==> src/rtl/sq_pkg.sv <==
package sq_pkg;
  typedef enum logic [1:0] {
    LD_MEM   = 2'b00,
    LD_FWD   = 2'b01,
    LD_TAG   = 2'b10,
    LD_STALL = 2'b11
  } ld_kind_e;
endpackage

==> src/rtl/sq_slots.sv <==
// Per-slot storage: address, value, producer tag and two valid flags.
module sq_slots #(
  parameter int DEPTH = 8,
  parameter int AW    = 32,
  parameter int DW    = 32,
  parameter int TW    = 6,
  localparam int IW   = $clog2(DEPTH)
) (
  input  logic                       clk,
  input  logic                       rst,
  input  logic                       new_we,
  input  logic [IW-1:0]              new_idx,
  input  logic [TW-1:0]              new_tag,
  input  logic                       a_we,
  input  logic [IW-1:0]              a_idx,
  input  logic [AW-1:0]              a_val,
  input  logic                       d_we,
  input  logic [IW-1:0]              d_idx,
  input  logic [DW-1:0]              d_val,
  output logic [DEPTH-1:0][AW-1:0]   s_addr,
  output logic [DEPTH-1:0][DW-1:0]   s_data,
  output logic [DEPTH-1:0][TW-1:0]   s_tag,
  output logic [DEPTH-1:0]           s_av,
  output logic [DEPTH-1:0]           s_dv
);
  // Payload fields need no reset; only the flags do.
  always_ff @(posedge clk) begin
    if (new_we) s_tag[new_idx] <= new_tag;
    if (a_we)   s_addr[a_idx]  <= a_val;
    if (d_we)   s_data[d_idx]  <= d_val;
  end

  // A new store clears both flags; later writes set them.
  always_ff @(posedge clk) begin
    if (rst) begin
      s_av <= '0;
      s_dv <= '0;
    end else begin
      if (new_we) begin
        s_av[new_idx] <= 1'b0;
        s_dv[new_idx] <= 1'b0;
      end
      if (a_we) s_av[a_idx] <= 1'b1;
      if (d_we) s_dv[d_idx] <= 1'b1;
    end
  end
endmodule

==> src/rtl/sq_lookup.sv <==
// Age-ordered compare of a load against the stores ahead of it.
module sq_lookup
  import sq_pkg::*;
#(
  parameter int DEPTH = 8,
  parameter int AW    = 32,
  parameter int DW    = 32,
  parameter int TW    = 6,
  localparam int IW   = $clog2(DEPTH),
  localparam int PW   = IW + 1
) (
  input  logic                       q_valid,
  input  logic [IW-1:0]              head_idx,
  input  logic [PW-1:0]              older_n,
  input  logic [AW-1:0]              q_addr,
  input  logic [DEPTH-1:0][AW-1:0]   s_addr,
  input  logic [DEPTH-1:0][DW-1:0]   s_data,
  input  logic [DEPTH-1:0][TW-1:0]   s_tag,
  input  logic [DEPTH-1:0]           s_av,
  input  logic [DEPTH-1:0]           s_dv,
  output ld_kind_e                   kind,
  output logic [DW-1:0]              f_data,
  output logic [TW-1:0]              f_tag
);
  logic          blocked;
  logic          hit;
  logic [IW-1:0] hit_idx;

  always_comb begin
    blocked = 1'b0;
    hit     = 1'b0;
    hit_idx = '0;
    // Walk oldest to youngest; a later match overwrites, so the youngest wins.
    for (int k = 0; k < DEPTH; k++) begin
      logic [IW-1:0] slot;
      slot = head_idx + IW'(k);
      if (PW'(k) < older_n) begin
        if (!s_av[slot]) begin
          blocked = 1'b1;
        end else if (s_addr[slot] == q_addr) begin
          hit     = 1'b1;
          hit_idx = slot;
        end
      end
    end
  end

  always_comb begin
    if (!q_valid)        kind = LD_MEM;
    else if (blocked)    kind = LD_STALL;
    else if (!hit)       kind = LD_MEM;
    else if (s_dv[hit_idx]) kind = LD_FWD;
    else                 kind = LD_TAG;
  end

  assign f_data = s_data[hit_idx];
  assign f_tag  = s_tag[hit_idx];
endmodule

==> src/rtl/store_queue.sv <==
module store_queue
  import sq_pkg::*;
#(
  parameter int DEPTH = 8,
  parameter int AW    = 32,
  parameter int DW    = 32,
  parameter int TW    = 6,
  localparam int IW   = $clog2(DEPTH),
  localparam int PW   = IW + 1
) (
  input  logic          clk,
  input  logic          rst,
  input  logic          alloc_valid,
  input  logic [TW-1:0] alloc_src_tag,
  output logic [PW-1:0] sq_tail,
  output logic          sq_full,
  input  logic          addr_we,
  input  logic [IW-1:0] addr_idx,
  input  logic [AW-1:0] addr_val,
  input  logic          data_we,
  input  logic [IW-1:0] data_idx,
  input  logic [DW-1:0] data_val,
  input  logic          ld_valid,
  input  logic [PW-1:0] ld_mark,
  input  logic [AW-1:0] ld_addr,
  output logic [1:0]    ld_kind,
  output logic [DW-1:0] ld_data,
  output logic [TW-1:0] ld_tag,
  input  logic          commit_en,
  input  logic          flush,
  output logic          wr_valid,
  output logic [AW-1:0] wr_addr,
  output logic [DW-1:0] wr_data
);
  logic [PW-1:0] head, tail, live_n, mark_off, older_n;
  logic          push, pop, head_done;
  logic [DEPTH-1:0][AW-1:0] s_addr;
  logic [DEPTH-1:0][DW-1:0] s_data;
  logic [DEPTH-1:0][TW-1:0] s_tag;
  logic [DEPTH-1:0]         s_av, s_dv;
  ld_kind_e                 kind;

  assign live_n    = tail - head;
  assign sq_full   = (live_n == PW'(DEPTH));
  assign sq_tail   = tail;
  assign head_done = s_av[head[IW-1:0]] & s_dv[head[IW-1:0]];
  assign push      = alloc_valid && !sq_full && !flush;
  assign pop       = commit_en && (live_n != '0) && head_done;

  // A mark behind the head (already retired) or past the tail sees nothing.
  assign mark_off  = ld_mark - head;
  assign older_n   = (mark_off > live_n) ? '0 : mark_off;

  sq_slots #(.DEPTH(DEPTH), .AW(AW), .DW(DW), .TW(TW)) u_slots (
    .clk(clk), .rst(rst),
    .new_we(push), .new_idx(tail[IW-1:0]), .new_tag(alloc_src_tag),
    .a_we(addr_we), .a_idx(addr_idx), .a_val(addr_val),
    .d_we(data_we), .d_idx(data_idx), .d_val(data_val),
    .s_addr(s_addr), .s_data(s_data), .s_tag(s_tag), .s_av(s_av), .s_dv(s_dv)
  );

  sq_lookup #(.DEPTH(DEPTH), .AW(AW), .DW(DW), .TW(TW)) u_lookup (
    .q_valid(ld_valid), .head_idx(head[IW-1:0]), .older_n(older_n),
    .q_addr(ld_addr),
    .s_addr(s_addr), .s_data(s_data), .s_tag(s_tag), .s_av(s_av), .s_dv(s_dv),
    .kind(kind), .f_data(ld_data), .f_tag(ld_tag)
  );

  assign ld_kind = kind;

  always_ff @(posedge clk) begin
    if (rst) begin
      head <= '0;
      tail <= '0;
    end else begin
      head <= head + PW'(pop);
      if (flush)     tail <= head + PW'(pop);
      else if (push) tail <= tail + 1'b1;
    end
  end

  always_ff @(posedge clk) begin
    if (rst) wr_valid <= 1'b0;
    else     wr_valid <= pop;
    if (pop) begin
      wr_addr <= s_addr[head[IW-1:0]];
      wr_data <= s_data[head[IW-1:0]];
    end
  end

  AST_NO_OVERFLOW: assert property (@(posedge clk) disable iff (rst)
    (alloc_valid && sq_full && !flush) |=> (sq_tail == $past(sq_tail)));
  AST_HOLD_INCOMPLETE: assert property (@(posedge clk) disable iff (rst)
    (commit_en && !head_done) |=> !wr_valid);
  AST_RETIRE_STEP: assert property (@(posedge clk) disable iff (rst)
    pop |=> (wr_valid && head == PW'($past(head) + 1'b1)));
  AST_NO_OLDER_MEM: assert property (@(posedge clk) disable iff (rst)
    (ld_valid && ld_mark == head) |-> (ld_kind == LD_MEM));
  AST_STALL_NEEDS_OLDER: assert property (@(posedge clk) disable iff (rst)
    (ld_kind == LD_STALL) |-> (older_n != '0));
  AST_FLUSH_EMPTY: assert property (@(posedge clk) disable iff (rst)
    flush |=> (sq_tail == head));
endmodule

==> config.mk <==
export PLATFORM = sky130hd
export DESIGN_NAME = store_queue
export DESIGN_NICKNAME = d
export VERILOG_FILES = /design/src/rtl/sq_pkg.sv /design/src/rtl/sq_slots.sv /design/src/rtl/sq_lookup.sv /design/src/rtl/store_queue.sv
export SDC_FILE = /design/constraint.sdc
export NUM_CORES = 1
export LEC_CHECK = 0
export BUFFER_PORTS_ARGS = -buffer_cell sky130_fd_sc_hd__buf_4
export CORE_MARGIN = 8
export CORE_UTILIZATION = 30
export DETAILED_ROUTE_END_ITERATION = 7
export HOLD_SLACK_MARGIN = 0.03
export PLACE_DENSITY = 0.46
export SLEW_MARGIN = 5
export SYNTH_ARGS = -nofsm -noshare
export SYNTH_HDL_FRONTEND = slang
export SYNTH_SLANG_ARGS = --single-unit
==> constraint.sdc <==
create_clock -name clk -period 8.2 [get_ports clk]
set_input_delay 1.23 -clock clk [delete_from_list [all_inputs] [get_ports clk]]
set_output_delay 1.23 -clock clk [all_outputs]
set_load 0.05 [all_outputs]
**After elaboration in Yosys (flattened, before gate mapping)**

Cells that the tools add are included.
Widths: inputs -> output; s select.

- Register bits after elaboration: 649
- Bits of input ports: 120
- Output and inout bits: 110

- Add/sub/neg operators: 11
- Order comparisons: 24
- Equal/unequal tests: 9
- Muxes and demuxes: 134
- Bitwise logic cells: 6
- Reductions and logical operators: 11

Operators by type and width:

| kind | number |
|---|---|
| $bmux 32 s3 | 10 |
| $bwmux 256 | 2 |
| $mux 32 | 12 |
| $eq 32x32->1 | 8 |
| $demux 32 s3 | 2 |
| $mux 3 | 24 |
| $mux 1 | 53 |
| $bwmux 48 | 1 |
| $lt 3x4->1 const B | 12 |
| $mux 8 | 6 |
| $bmux 1 s3 | 10 |
| $bmux 6 s3 | 1 |
| $demux 6 s3 | 1 |
| $and 8x8->8 | 2 |
| $lt 3x4->1 const A | 4 |
| $or 8x8->8 | 2 |
| $add 3x3->3 const B | 4 |
| $mux 4 | 3 |
| $mux 6 | 2 |
| $demux 1 s3 | 3 |
| $ge 3x1->1 const B | 3 |
| $lt 1x4->1 const A | 2 |
| $lt 2x4->1 const A | 2 |
| $mux 2 | 4 |
| 13 further kinds | 22 |

**Depth between registers and ports, before layout**

- Depth in word-level cells: 33
- Depth in mapped cells: 28
- Gate-level depth less buffers: 19

**By module**

From an unflattened synthesis, not the netlist that was laid out.

- Cell total of the unflattened synthesis: 3206
- Area total of the unflattened synthesis: 44903.1 sq um

By module, submodules not included:

| module | instances | cells an instance | area each (sq um) | sequential area each (sq um) |
|---|---|---|---|---|
| sq_lookup | 1 | 2021 | 20532.2 | 0.0 |
| sq_slots | 1 | 650 | 17729.5 | 17136.4 |
| store_queue | 1 | 535 | 6641.4 | 2102.0 |

**Worst setup path before layout**

No wires, ideal clock.

- Path type: reg-to-output
- Start: register head[2]
- End: output ld_kind[0]
- Arrival: 6546 ps
- Data required time: 6970 ps
- Setup slack: 424 ps
- Stages on the path, launching flop included: 24
- Path buffers: 6
- Cells stage by stage: dfxtp_1 -> buf_4 -> inv_1 -> buf_1 -> clkbuf_1 -> buf_1 -> ha_1 -> xnor2_1 -> inv_1 -> ha_1 -> o21a_1 -> o21ai_0 -> clkbuf_1 -> mux2i_1 -> o211ai_1 -> o21ai_0 -> or4_1 -> clkbuf_1 -> a2111oi_0 -> a211oi_2 -> o21ai_4 -> mux2i_1 -> mux2_1 -> o211ai_1

- Cells in the longest elaborated chain, start to end: 33
- Elaborated cells on any way between the ends: 129

RTL lines:

| element | RTL line | RTL |
|---|---|---|
| start, declared | store_queue.sv:35 | `logic [PW-1:0] head, tail, live_n, mark_off, older_n;` |
| start signal, assigned | store_queue.sv:76 | `head <= head + PW'(pop);` |
| parallel branches: the longest is 31 deep, another holds $sub 4x4->4 | - |  |
| $mux 2 * | sq_lookup.sv:50 | `else if (blocked) kind = LD_STALL;` |
| $mux 2 * | sq_lookup.sv:49 | `if (!q_valid) kind = LD_MEM;` |
| end, declared | store_queue.sv:26 | `output logic [1:0] ld_kind,` |

Every way passes the cells marked *. The select of a mux whose other input is x is not followed.

**Final worst setup path**

- Start: register head[0]
- End: output ld_kind[0]

The elaborated chain is that of the path after synthesis.

==> flow_metrics.py <==
metrics = {
    "placed_design": {
        "place_congestion": 1.10,
        "portBuffers": 229,
        "dp_hpwl_mm": 117,
    },
    "floorplanning": {
        "io_pins": 230,
        "dieArea_mm2": 0.144,
        "dieHeight_um": 379,
        "coreArea_mm2": 0.131,
        "start_util": 0.302,
        "rows": 133,
        "die_w_um": 379,
    },
    "synthesis": {
        "muxShareOfSynthArea": 0.261,
        "syn_area_per_cell_um2": 13.5,
        "netlist_area_mm2": 0.0396,
        "ys.flop_type": "edfxtp_1",
        "synth_nets": 3065,
        "synth-compound-area-share": 0.0870,
        "postSynthCellCount": 2928,
        "synth.most_common_cell": "edfxtp_1",
        "synth_seq_area_share": 0.486,
        "synthSimpleGateAreaFrac": 0.0690,
        "yosysTopAreaCellShare": 0.473,
        "yosys-top-cells-area": "edfxtp_1 (47%), mux4_2 (13%), mux2i_1 (11%), xnor2_1 (4.4%), mux2_2 (2.1%)",
        "synthAdderAreaFrac": 0.00575,
        "synthArstFlopShare": 0,
        "synth_xor_area_frac": 0.0515,
        "synth_area_leader_cell": "edfxtp_1",
        "synth_top_family_by_area": "multiplexers",
        "yosysUniqueCellTypes": 99,
        "ys_warn_count": 0,
        "netlist_top_cells_count": "edfxtp_1 (624), mux2i_1 (431), mux4_2 (227)",
        "ys_seq_elements": 649,
        "synth_edf_count": 624,
    },
    "worst_setup_path": {
        "slowest_delay_ns": 0.67,
        "startpoint_type": "flop",
        "rr_worst_depth": 10,
        "worstPathCellList": "inv_1, ha_4, buf_12, mux4_2, xnor2_1, o211ai_1, o31ai_1, nand4_1, nor3_1, nand4b_1, a2111oi_0, buf_4, a211oi_2, o21ai_4, buf_12, a211oi_1, or3_1, o211ai_1, buf_4",
        "cp.depth": 19,
        "worst_path_dominant_cell_family": "compound AO/OA/AOI/OAI gates",
        "path_max_fanout": 45,
        "critPathArrivalTime_ns": 6.82,
        "path_class": "flop to output pin",
        "cp.required_ns": 6.97,
        "critPathSlowestCell": "xnor2_1",
        "worstSetupEndpointType": "output pin",
        "path_buf_inv": 5,
    },
    "global_route": {
        "grt_pass1_wl_mm": 222,
        "antenna_found_initial": 11,
        "gr-total-overflow": 0,
        "grt_pass1_vias": 27942,
        "grt_use_total": 0.216,
        "grt_max_degree": 83,
    },
    "final_layout": {
        "multi_input_area_mm2": 0.0191,
        "syn_to_final_growth_pct": 17.3,
        "ff_latch_area_mm2": 0.0192,
        "nNetsFinal": 3313,
        "num-fill-cells": 12806,
        "final_layout_size_suffix_gt1_frac": 0.271,
        "post-route-util": 0.354,
    },
    "cts": {
        "cts_made_buffers": 78,
        "clock-sinks": 649,
        "clockBufferDepth": 3,
        "h-tree-depth": 3,
        "cts_root_buffer": "clkbuf_16",
        "hold_buffers": 0,
        "insertion_delay_ns": 0.71,
        "clk_pin_slew_ns": 0.06,
        "tritoncts": "built",
    },
    "timing": {
        "min_period_over_period": 0.982,
        "worstMarginPinSlew_ns": 1.10,
        "timing.final.crit_period_ns": 8.05,
        "maxSlewHeadroom": 0.264,
        "tns_ns": 0,
        "clock-skew-final_ns": 0.0536,
        "slew_viol_final": 0,
        "rsz0062_at_grt": "false",
        "whs_ns": 0.536,
        "max_freq_mhz": 124,
        "setup_viol": 0,
        "hold_violations": 0,
    },
    "routing": {
        "drt_iter0_drc": 3024,
        "ant_nets": 0,
        "drc": 0,
        "viasPerCell": 5.69,
        "detail_route.wl_per_cell_um": 32.1,
        "num_vias": 28421,
        "first_pass_iters": 8,
        "drt-total-wl_mm": 160,
    },
    "worst_hold_path": {
        "worstHoldPathType": "flop to flop",
        "min_path_cells": 2,
    },
    "power": {
        "power.density_mw_per_mm2": 170,
        "leakagePower_nw": 15.8,
        "ir_drop_mv": 0.162,
    },
    "run_status": {
        "outcome": "finished, final reports clean",
    },
    "flow_run": {
        "cap_viol_max_count": 0,
    },
}
-- area by class of cell --
class | instances | area share
clock buffers | 97 | 0.0440
inverters | 57 | 0.00461
diodes | 6 | 0.000323
multi-input cells | 2009 | 0.411
flip-flops and latches | 649 | 0.414
clock inverters | 44 | 0.0102
well taps | 1755 | 0.0473
repair buffers | 381 | 0.0679
-- cell usage in the layout (no fill, tap or decap), types with 14 or more instances in the layout --
cell,instances
mux2_2,74
a211oi_1,14
inv_1,48
o221ai_1,18
a22oi_1,107
o2111ai_1,15
xor2_1,25
o211ai_1,18
nor2_1,86
buf_12,16
edfxtp_1,624
and3_1,28
nor3_1,21
a21oi_1,72
nand3_1,41
o21ai_0,30
nand2b_1,18
o22ai_1,33
nand2_1,213
xnor2_1,194
buf_4,357
dfxtp_1,22
a221oi_1,25
clkbuf_16,80
a22o_1,33
nand4_1,30
mux4_2,227
mux2i_1,430
nor2_4,14
clkbuf_1,18
clkinv_1,16
nor4_1,18
-- timing repair --
item | in CTS | in global routing
setup buffers | 2 | 13
gates resized for setup | 6 | 16
cloned | 0 | 1
pin swaps | 1 | 2
setup endpoints to repair | 40 | 40
-- sequential cells by signal, indices dropped and copies added (netlist names) --
signal	cells
head	4
sq_tail	4
u_slots.s_addr	256
u_slots.s_av	8
u_slots.s_data	256
u_slots.s_dv	8
u_slots.s_tag	48
wr_addr	32
wr_data	32
wr_valid	1
-- layer usage --
| metal | part of all wire | global-route usage | routed length, um |
|---|---|---|---|
| met5 | 0.000081 | 0 | 13 |
| met2 | 0.46 | 0.342 | 73400 |
| met1 | 0.42 | 0.284 | 66800 |
| met3 | 0.070 | 0.0435 | 11300 |
| met4 | 0.056 | 0.105 | 9010 |
-- cells by family (layout without fill, tap and decap cells) --
family	count (synthesis)	count (layout)
multiplexers	740	740
flip-flops	649	649
AND/OR/NAND/NOR	559	559
AO/OA/AOI/OAI	464	464
buffers and inverters	270	579
XOR/XNOR	229	229
adder cells (fa/ha/maj)	17	17
other	0	6
-- final timing paths --
| path | to | from | slack, ns |
|---|---|---|---|
| worst min register to register | u_slots.s_dv[5] | u_slots.s_dv[5] | 0.54 |
| worst max register to register | wr_addr[17] | head[2] | 4.14 |
| worst min-delay path | u_slots.s_dv[5] | u_slots.s_dv[5] | 0.54 |
| worst max-delay path | ld_kind[0] | head[0] | 0.15 |
-- report_power, final --
| group | internal [W] | leakage (nW) | switching [W] | total (W) |
|---|---|---|---|---|
| registers | 0.00373 | 5.86 | 0.0000543 | 0.00378 |
| logic | 0.000256 | 8.71 | 0.000495 | 0.000751 |
| clock network | 0.00193 | 1.21 | 0.00145 | 0.00337 |
-- worst reg2reg max path, stage by stage (launching register included) --
cell and delay (ns):
dfxtp_4 0.61, inv_2 0.39, ha_1 0.45, a21oi_1 0.16, nand2_1 0.10, xor2_1 0.15
buf_4 0.18, xnor2_1 0.19, a41oi_4 0.27, buf_4 0.44, buf_4 0.64
-- through the flow --
step / worst slack [ns] / cell area [um2] / total power (W) / instances
5_1_grt: 0.00170 / 46400 / 0.00817 / 4992
4_1_cts: 0.0133 / 46200 / 0.00799 / 4978
3_3_place_gp: 0.638 / 43700 / 0.00459 / 4835
3_5_place_dp: 0.630 / 43700 / 0.00459 / 4835
6_report: 0.147 / 46500 / 0.00791 / 4998
2_1_floorplan: 0.424 / 39600 / 0.00422 / 2928
(Power assumes the default switching activity.)
